--- config.mk ---
export PLATFORM = sky130hd
export DESIGN_NAME = mu_top
export DESIGN_NICKNAME = d
export VERILOG_FILES = /design/src/rtl/mu_pkg.sv /design/src/rtl/mu_fifo.sv /design/src/rtl/mu_irq.sv /design/src/rtl/mu_top.sv
export SDC_FILE = /design/constraint.sdc
export NUM_CORES = 2
export LEC_CHECK = 0
export BUFFER_PORTS_ARGS = -buffer_cell sky130_fd_sc_hd__buf_2
export CAP_MARGIN = 20
export CELL_PAD_IN_SITES_DETAIL_PLACEMENT = 1
export CELL_PAD_IN_SITES_GLOBAL_PLACEMENT = 1
export CORE_UTILIZATION = 30
export DETAILED_ROUTE_END_ITERATION = 8
export PLACE_DENSITY_LB_ADDON = 0.1
export SLEW_MARGIN = 20
export SYNTH_ARGS = -nofsm -noshare
export SYNTH_HDL_FRONTEND = slang
export SYNTH_SLANG_ARGS = --single-unit
--- constraint.sdc ---
create_clock -name clk -period 8.7 [get_ports clk]
set_input_delay 0 -clock clk [delete_from_list [all_inputs] [get_ports clk]]
set_output_delay 0 -clock clk [all_outputs]
set_load 0.1 [all_outputs]
--- src/rtl/mu_pkg.sv ---
// Package: shared address map and status bit positions for the messaging unit.
// Assumes byte addresses on both sides. Values are compared after sizing to ADDR_W.
package mu_pkg;
    // Host-side map
    localparam int unsigned HA_IMSG0  = 'h10;
    localparam int unsigned HA_IMSG1  = 'h14;
    localparam int unsigned HA_OMSG0  = 'h18;
    localparam int unsigned HA_OMSG1  = 'h1C;
    localparam int unsigned HA_DBELL  = 'h20;
    localparam int unsigned HA_ISTAT  = 'h24;
    localparam int unsigned HA_IMASK  = 'h28;
    localparam int unsigned HA_OSTAT  = 'h30;
    localparam int unsigned HA_OMASK  = 'h34;
    localparam int unsigned HA_INQ    = 'h40;
    localparam int unsigned HA_OUTQ   = 'h44;
    // Local-side map
    localparam int unsigned LA_TAKE   = 'h00;
    localparam int unsigned LA_DONE   = 'h04;
    localparam int unsigned LA_IMSG0  = 'h08;
    localparam int unsigned LA_IMSG1  = 'h0C;
    localparam int unsigned LA_OMSG0  = 'h10;
    localparam int unsigned LA_OMSG1  = 'h14;
    localparam int unsigned LA_DBELL  = 'h18;
    localparam int unsigned LA_ISTAT  = 'h1C;
    localparam int unsigned LA_IMASK  = 'h20;
    // Outbound status bits
    localparam int unsigned OB_MSG0   = 0;
    localparam int unsigned OB_MSG1   = 1;
    localparam int unsigned OB_ECHO   = 2;
    localparam int unsigned OB_DONE   = 3;
    localparam int unsigned OB_OVF    = 4;
    localparam int unsigned OB_W      = 5;
    // Inbound status bits
    localparam int unsigned IB_MSG0   = 0;
    localparam int unsigned IB_MSG1   = 1;
    localparam int unsigned IB_DBELL  = 2;
    localparam int unsigned IB_POST   = 3;
    localparam int unsigned IB_W      = 4;
    localparam logic [31:0] EMPTY_WORD = 32'hFFFF_FFFF;
endpackage

--- src/rtl/mu_fifo.sv ---
// Module: token FIFO with optional preload at reset.
// Assumes DEPTH is a power of two, at least 2, and PRE_N <= DEPTH.
// Push and pop may happen in the same cycle, also when full.
// A pop of an empty FIFO is ignored. A push to a full FIFO without a pop is dropped and flagged.
module mu_fifo #(
    parameter int unsigned W        = 32,
    parameter int unsigned DEPTH    = 8,
    parameter int unsigned PRE_N    = 0,
    parameter int unsigned PRE_BASE = 0,
    parameter int unsigned PRE_STEP = 0
) (
    input  logic                        clk,
    input  logic                        rst_n,
    input  logic                        push,
    input  logic [W-1:0]                wdata,
    input  logic                        pop,
    output logic [W-1:0]                rdata,
    output logic                        taken,
    output logic                        dropped,
    output logic [$clog2(DEPTH):0]      count
);
    localparam int unsigned PW = $clog2(DEPTH);
    localparam int unsigned CW = PW + 1;

    logic [W-1:0]  mem [DEPTH];
    logic [PW-1:0] rd_ptr, wr_ptr;
    logic [CW-1:0] cnt;
    logic          empty, full, do_pop;

    // Occupancy flags and accepted operations
    always_comb begin
        empty   = (cnt == '0);
        full    = (cnt == CW'(DEPTH));
        do_pop  = pop && !empty;
        taken   = push && (!full || do_pop);
        dropped = push && full && !do_pop;
        rdata   = empty ? {W{1'b1}} : mem[rd_ptr];
        count   = cnt;
    end

    // One storage word per slot, preloaded with its reset offset
    for (genvar i = 0; i < DEPTH; i++) begin : g_slot
        localparam logic [W-1:0] INIT = (i < PRE_N) ? W'(PRE_BASE + i * PRE_STEP) : '0;
        always_ff @(posedge clk) begin
            if (!rst_n)
                mem[i] <= INIT;
            else if (taken && wr_ptr == PW'(i))
                mem[i] <= wdata;
        end
    end

    // Pointer and occupancy update
    always_ff @(posedge clk) begin
        if (!rst_n) begin
            rd_ptr <= '0;
            wr_ptr <= PW'(PRE_N % DEPTH);
            cnt    <= CW'(PRE_N);
        end else begin
            if (do_pop) rd_ptr <= rd_ptr + 1'b1;
            if (taken)  wr_ptr <= wr_ptr + 1'b1;
            case ({taken, do_pop})
                2'b10:   cnt <= cnt + 1'b1;
                2'b01:   cnt <= cnt - 1'b1;
                default: cnt <= cnt;
            endcase
        end
    end
endmodule

--- src/rtl/mu_irq.sv ---
// Module: interrupt status and mask pair.
// Bits set by pulses stay set until a write-1-to-clear. A set in the same cycle wins.
// A mask bit of 1 blocks its status bit from the interrupt output. Mask resets to 0.
module mu_irq #(
    parameter int unsigned N = 4
) (
    input  logic         clk,
    input  logic         rst_n,
    input  logic [N-1:0] set,
    input  logic         clr_en,
    input  logic [N-1:0] clr_bits,
    input  logic         mask_we,
    input  logic [N-1:0] mask_wdata,
    output logic [N-1:0] status,
    output logic [N-1:0] mask,
    output logic         irq
);
    logic [N-1:0] clr;

    // Select the bits cleared this cycle
    always_comb clr = clr_en ? clr_bits : '0;

    // Sticky status with write-1-to-clear
    always_ff @(posedge clk) begin
        if (!rst_n) status <= '0;
        else        status <= (status & ~clr) | set;
    end

    // Mask register
    always_ff @(posedge clk) begin
        if (!rst_n)       mask <= '0;
        else if (mask_we) mask <= mask_wdata;
    end

    // Interrupt is any unmasked status bit
    always_comb irq = |(status & ~mask);
endmodule

--- src/rtl/mu_top.sv ---
// Module: messaging unit with queue ports, message registers, doorbell and interrupts.
// Assumes one access per side per cycle, with a strobe of one cycle per access.
// Read data is combinational in the access cycle. Pops and pushes take effect at the clock edge.
// Tokens are opaque. The block never interprets the tagged host-address form.
module mu_top #(
    parameter int unsigned ADDR_W     = 8,
    parameter int unsigned DEPTH      = 8,
    parameter int unsigned FREE_COUNT = 4,
    parameter int unsigned FREE_BASE  = 'h1000,
    parameter int unsigned FREE_STEP  = 'h100
) (
    input  logic              clk,
    input  logic              rst_n,
    input  logic              host_sel,
    input  logic              host_wr,
    input  logic [ADDR_W-1:0] host_addr,
    input  logic [31:0]       host_wdata,
    output logic [31:0]       host_rdata,
    output logic              host_irq,
    input  logic              loc_sel,
    input  logic              loc_wr,
    input  logic [ADDR_W-1:0] loc_addr,
    input  logic [31:0]       loc_wdata,
    output logic [31:0]       loc_rdata,
    output logic              loc_irq
);
    import mu_pkg::*;
    localparam int unsigned CW = $clog2(DEPTH) + 1;

    logic h_rd, h_wr, l_rd, l_wr;
    logic [31:0] imsg0_q, imsg1_q, omsg0_q, omsg1_q, dbell_q;
    logic [31:0] free_head, post_head, done_head;
    logic free_push, free_pop, post_push, post_pop, done_push, done_pop;
    logic free_taken, post_taken, done_taken;
    logic free_drop, post_drop, done_drop;
    logic [CW-1:0] free_cnt, post_cnt, done_cnt;
    logic [OB_W-1:0] ost_set, ost_q, omask_q;
    logic [IB_W-1:0] ist_set, ist_q, imask_q;
    logic echo_hit;

    // Access qualifiers and queue strobes
    always_comb begin
        h_rd      = host_sel && !host_wr;
        h_wr      = host_sel &&  host_wr;
        l_rd      = loc_sel  && !loc_wr;
        l_wr      = loc_sel  &&  loc_wr;
        free_pop  = h_rd && host_addr == ADDR_W'(HA_INQ);
        free_push = h_wr && host_addr == ADDR_W'(HA_OUTQ);
        post_push = h_wr && host_addr == ADDR_W'(HA_INQ);
        post_pop  = l_rd && loc_addr  == ADDR_W'(LA_TAKE);
        done_push = l_wr && loc_addr  == ADDR_W'(LA_DONE);
        done_pop  = h_rd && host_addr == ADDR_W'(HA_OUTQ);
    end

    // Free pool: preloaded offsets, handed out and returned by the host
    mu_fifo #(.W(32), .DEPTH(DEPTH), .PRE_N(FREE_COUNT),
              .PRE_BASE(FREE_BASE), .PRE_STEP(FREE_STEP)) u_free (
        .clk(clk), .rst_n(rst_n), .push(free_push), .wdata(host_wdata),
        .pop(free_pop), .rdata(free_head), .taken(free_taken),
        .dropped(free_drop), .count(free_cnt));

    // Posted requests: host to local
    mu_fifo #(.W(32), .DEPTH(DEPTH), .PRE_N(0),
              .PRE_BASE(0), .PRE_STEP(0)) u_post (
        .clk(clk), .rst_n(rst_n), .push(post_push), .wdata(host_wdata),
        .pop(post_pop), .rdata(post_head), .taken(post_taken),
        .dropped(post_drop), .count(post_cnt));

    // Completions: local to host
    mu_fifo #(.W(32), .DEPTH(DEPTH), .PRE_N(0),
              .PRE_BASE(0), .PRE_STEP(0)) u_done (
        .clk(clk), .rst_n(rst_n), .push(done_push), .wdata(loc_wdata),
        .pop(done_pop), .rdata(done_head), .taken(done_taken),
        .dropped(done_drop), .count(done_cnt));

    // Inbound message registers, written by the host
    always_ff @(posedge clk) begin
        if (!rst_n) begin
            imsg0_q <= '0;
            imsg1_q <= '0;
        end else if (h_wr) begin
            if (host_addr == ADDR_W'(HA_IMSG0)) imsg0_q <= host_wdata;
            if (host_addr == ADDR_W'(HA_IMSG1)) imsg1_q <= host_wdata;
        end
    end

    // Outbound message registers, written by the local side
    always_ff @(posedge clk) begin
        if (!rst_n) begin
            omsg0_q <= '0;
            omsg1_q <= '0;
        end else if (l_wr) begin
            if (loc_addr == ADDR_W'(LA_OMSG0)) omsg0_q <= loc_wdata;
            if (loc_addr == ADDR_W'(LA_OMSG1)) omsg1_q <= loc_wdata;
        end
    end

    // Doorbell: host ORs bits in, local clears bits written as 1
    always_ff @(posedge clk) begin
        if (!rst_n) begin
            dbell_q <= '0;
        end else begin
            dbell_q <= (dbell_q
                        | ((h_wr && host_addr == ADDR_W'(HA_DBELL)) ? host_wdata : 32'h0))
                       & ~((l_wr && loc_addr == ADDR_W'(LA_DBELL)) ? loc_wdata : 32'h0);
        end
    end

    // Echo of inbound message 0 through outbound message 0 marks command completion
    always_comb echo_hit = l_wr && loc_addr == ADDR_W'(LA_OMSG0) && loc_wdata == imsg0_q;

    // Interrupt cause pulses for both directions
    always_comb begin
        ost_set          = '0;
        ost_set[OB_MSG0] = l_wr && loc_addr == ADDR_W'(LA_OMSG0);
        ost_set[OB_MSG1] = l_wr && loc_addr == ADDR_W'(LA_OMSG1);
        ost_set[OB_ECHO] = echo_hit;
        ost_set[OB_DONE] = done_taken;
        ost_set[OB_OVF]  = free_drop || post_drop || done_drop;
        ist_set           = '0;
        ist_set[IB_MSG0]  = h_wr && host_addr == ADDR_W'(HA_IMSG0);
        ist_set[IB_MSG1]  = h_wr && host_addr == ADDR_W'(HA_IMSG1);
        ist_set[IB_DBELL] = h_wr && host_addr == ADDR_W'(HA_DBELL) && host_wdata != 32'h0;
        ist_set[IB_POST]  = post_taken;
    end

    // Host-facing interrupt: cleared and masked by the host
    mu_irq #(.N(OB_W)) u_oirq (
        .clk(clk), .rst_n(rst_n), .set(ost_set),
        .clr_en(h_wr && host_addr == ADDR_W'(HA_OSTAT)), .clr_bits(host_wdata[OB_W-1:0]),
        .mask_we(h_wr && host_addr == ADDR_W'(HA_OMASK)), .mask_wdata(host_wdata[OB_W-1:0]),
        .status(ost_q), .mask(omask_q), .irq(host_irq));

    // Local-facing interrupt: cleared and masked by the local side
    mu_irq #(.N(IB_W)) u_iirq (
        .clk(clk), .rst_n(rst_n), .set(ist_set),
        .clr_en(l_wr && loc_addr == ADDR_W'(LA_ISTAT)), .clr_bits(loc_wdata[IB_W-1:0]),
        .mask_we(l_wr && loc_addr == ADDR_W'(LA_IMASK)), .mask_wdata(loc_wdata[IB_W-1:0]),
        .status(ist_q), .mask(imask_q), .irq(loc_irq));

    // Host read multiplexer
    always_comb begin
        case (host_addr)
            ADDR_W'(HA_IMSG0): host_rdata = imsg0_q;
            ADDR_W'(HA_IMSG1): host_rdata = imsg1_q;
            ADDR_W'(HA_OMSG0): host_rdata = omsg0_q;
            ADDR_W'(HA_OMSG1): host_rdata = omsg1_q;
            ADDR_W'(HA_DBELL): host_rdata = dbell_q;
            ADDR_W'(HA_ISTAT): host_rdata = 32'(ist_q);
            ADDR_W'(HA_IMASK): host_rdata = 32'(imask_q);
            ADDR_W'(HA_OSTAT): host_rdata = 32'(ost_q);
            ADDR_W'(HA_OMASK): host_rdata = 32'(omask_q);
            ADDR_W'(HA_INQ):   host_rdata = free_head;
            ADDR_W'(HA_OUTQ):  host_rdata = done_head;
            default:           host_rdata = 32'h0;
        endcase
    end

    // Local read multiplexer
    always_comb begin
        case (loc_addr)
            ADDR_W'(LA_TAKE):  loc_rdata = post_head;
            ADDR_W'(LA_IMSG0): loc_rdata = imsg0_q;
            ADDR_W'(LA_IMSG1): loc_rdata = imsg1_q;
            ADDR_W'(LA_OMSG0): loc_rdata = omsg0_q;
            ADDR_W'(LA_OMSG1): loc_rdata = omsg1_q;
            ADDR_W'(LA_DBELL): loc_rdata = dbell_q;
            ADDR_W'(LA_ISTAT): loc_rdata = 32'(ist_q);
            ADDR_W'(LA_IMASK): loc_rdata = 32'(imask_q);
            default:           loc_rdata = 32'h0;
        endcase
    end
endmodule

==> flow_metrics.tcl <==
set metrics [dict create \
    synth_top_area_cell "edfxtp_1" \
    netlist_instances 3687 \
    core_mm2 0.150 \
    synth_compound_area_share_pct 7.11 \
    synth_edf_count 768 \
    outcome "finished, final reports clean" \
    final_nets 3912 \
    grt_max_degree 162 \
    placed_area_mm2 0.0483 \
    grt_pass1_vias 32012 \
    synthAdderAreaFrac_pct 0.733 \
    clkSlewWorstSetupHoldPaths_ps 60 \
    gp_congestion 0.831 \
    drtIter0Drc 2427 \
    dp_hpwl_um 107000 \
    cts_resized 0 \
    power_w 0.0106 \
    synth_common_cells "768 x edfxtp_1, 469 x nand2_1, 434 x nor2_1" \
    rsz0062_at_grt "false" \
    worst_pin_slew_ps 1160 \
    fillers 15985 \
    p_seq_share_pct 49.3 \
    period_share_pct 53.3 \
    synth_top_family_by_area "simple AND/OR/NAND/NOR gates" \
    ys_warn_count 0 \
    fin_crit_ps 4640 \
    final_hold_viol_count 0 \
    synth.distinct_cells 71 \
    synth-simple-area-share_pct 15.6 \
    htree_levels 3 \
    max_freq_mhz 216 \
    crit_type "flip-flop to output pin" \
    cts-root-buf "clkbuf_16" \
    max-cap-violations 0 \
    numPortBuffers 151 \
    cts_tree "done" \
    wl_per_cell_um 29.5 \
    initial_core_util_pct 30.3 \
    synth-xor-area-share_pct 0.907 \
    track_usage_pct 22.7 \
    drive_gt1_share_pct 19.0 \
    syn-cell-area_mm2 0.0454 \
    die_area_mm2 0.153 \
    rows 142 \
    multi_input_comb_area_mm2 0.0168 \
    power.switching_w 0.00243 \
    routed_wl_um 175000 \
    die_width_um 391 \
    finalInstanceArea_mm2 0.0530 \
    cts.hold.buffers_added 83 \
    yosys-top-cells-area "edfxtp_1 51%, dfxtp_1 9.6%, mux4_2 9.5%" \
    vdd_drop_max_mv 0.151 \
    remaining_drc_errors 0 \
    seq_area_mm2 0.0274 \
    fin_setup_tns_ps 0 \
    cts.path.max_buffers 3 \
    antenna_found_initial 15 \
    p_int_w 0.00813 \
    p_comb_share_pct 4.1 \
    powerDensity_mw_per_mm2 199 \
    clock_latency_ps 750 \
    synth_top_area_share_pct 50.8 \
    syn_nets 3799 \
    p_clk_share_pct 46.7 \
    synthMuxAreaShare_pct 12.0 \
    finClkSkew_ps 33.6 \
    leakagePower_nw 18.4 \
    worstPathArrival_ps 4640 \
    synth_ff_type "edfxtp_1" \
    relSlewSlack_pct 22.8 \
    min-delay-start "host_addr[3]" \
    synth-seq-cells 985 \
    num_vias 31105 \
    crit_path_max_fanout 35 \
    dr.pass1.iters 6 \
    post_cts.repair.setup_buffers 0 \
    end_kind "output pin" \
    cts_buffers 117 \
    yosysMostFrequentCell "edfxtp_1" \
    worst_setup_path_start_kind "flip-flop" \
    grt_overflow_total 0 \
    cp.required_ps 8700 \
    die_h_um 391 \
    antenna_left 0 \
    vias_per_cell 5.25 \
    syn_area_per_cell_um2 12.3 \
    setup_viol 0 \
    ios 152 \
    clock_sinks 985 \
    area_growth_syn_to_layout_pct 16.7 \
    holdCritPathClass "input port to flip-flop" \
    ys_seq_area_share_pct 60.4 \
    grt_pass1_wl_um 247000 \
    reg2reg_from "u_free.count[1]" \
    maxSlewViolCount 0 \
    netSwitchingFraction_pct 23.0 \
    async_flop_share_pct 0 \
]
## cell usage in the layout (no fill, tap or decap), drive strengths merged, types with 35 or more instances in the layout
master	Yosys	routed
edfxtp	768	768
nand2	469	469
nor2	435	435
and2	387	387
buf	61	246
dfxtp	217	217
mux4	192	192
a21oi	172	172
clkbuf	274	172
dlygate4sd3	0	83
o21ai	67	67
mux2	65	65
nand3	62	62
a22oi	59	59
o221ai	45	45
clkinv	1	40
xor2	38	38
mux2i	38	38
inv	32	35
## sequential cells by signal (all words and copies together), names as in the netlist, 4 cells and up, named ones only
register and cells:
u_free.mem 256, u_done.mem 256, u_post.mem 256, omsg1_q 32, u_oirq.mask 5, u_free.count 4
u_post.count 4, imsg0_q 32, u_iirq.status 4, u_iirq.mask 4, omsg0_q 32, u_oirq.status 5
u_done.count 4, dbell_q 32, imsg1_q 32
## power by group through the flow
stage	Sequential (W)	Combinational, W	Clock (W)
2_1_floorplan	0.00530	0.000198	0
3_3_place_gp	0.00530	0.000406	0
3_5_place_dp	0.00530	0.000407	0
4_1_cts	0.00521	0.000438	0.00504
5_1_grt	0.00521	0.000453	0.00520
6_report	0.00520	0.000428	0.00493
## critical path: stages, from the launching register on
cell,delay (ps)
dfxtp_4,790
buf_4,710
mux4_2,580
mux2_2,310
o21ai_0,660
nand3_1,390
buf_2,420
## kinds of logic after synthesis
| kind of cell | Yosys count |
|---|---|
| flops | 985 |
| buf+inv | 368 |
| simple gates | 1485 |
| fa+ha+maj | 26 |
| mux | 295 |
| compound gates | 481 |
| xor+xnor | 47 |
## through the flow
step | cells | util [%] | setup slack (ps) | hold WS [ps]
floorplan | 3687 | - | 3750 | 136
global placement | 5613 | 32.2 | 4650 | 361
detailed placement | 5614 | 32.2 | 4700 | 368
CTS | 5919 | 35.3 | 3880 | 1.54
global route | 5922 | 35.3 | 3750 | 84.8
finish | 5927 | 35.3 | 4060 | 40.5
## metal layers
| metal | vias to the layer above | track usage [%] | part of all wire, % |
|---|---|---|---|
| li1 | 13712 | - | - |
| met1 | 16361 | 31.9 | 46 |
| met2 | 801 | 36.7 | 47 |
| met3 | 229 | 2.95 | 4.6 |
| met4 | 2 | 5.99 | 2.5 |
| met5 | - | 0 | 0.0052 |
## worst paths after layout
kind / endpoint / slack (ps) / cells past startpoint
worst max-delay path: loc_rdata[9] / 4060 / 6
worst min-delay path: flip-flop / 40 / 5
worst max register to register: u_free.count[2] / 5660 / 10
worst min register to register: omsg1_q[26] / 480 / 2
## cell type report
cell class,count,area share (%)
Antenna cell,8,0.0378
Sequential cell,985,51.8
Clock buffer,172,6.26
Clock inverter,50,0.923
Multi-Input combinational cell,2334,31.6
Timing Repair Buffer,329,4.39
Tap cell,2016,4.76
Inverter,33,0.243
No activity file was read; power rests on OpenSTA's default activity.
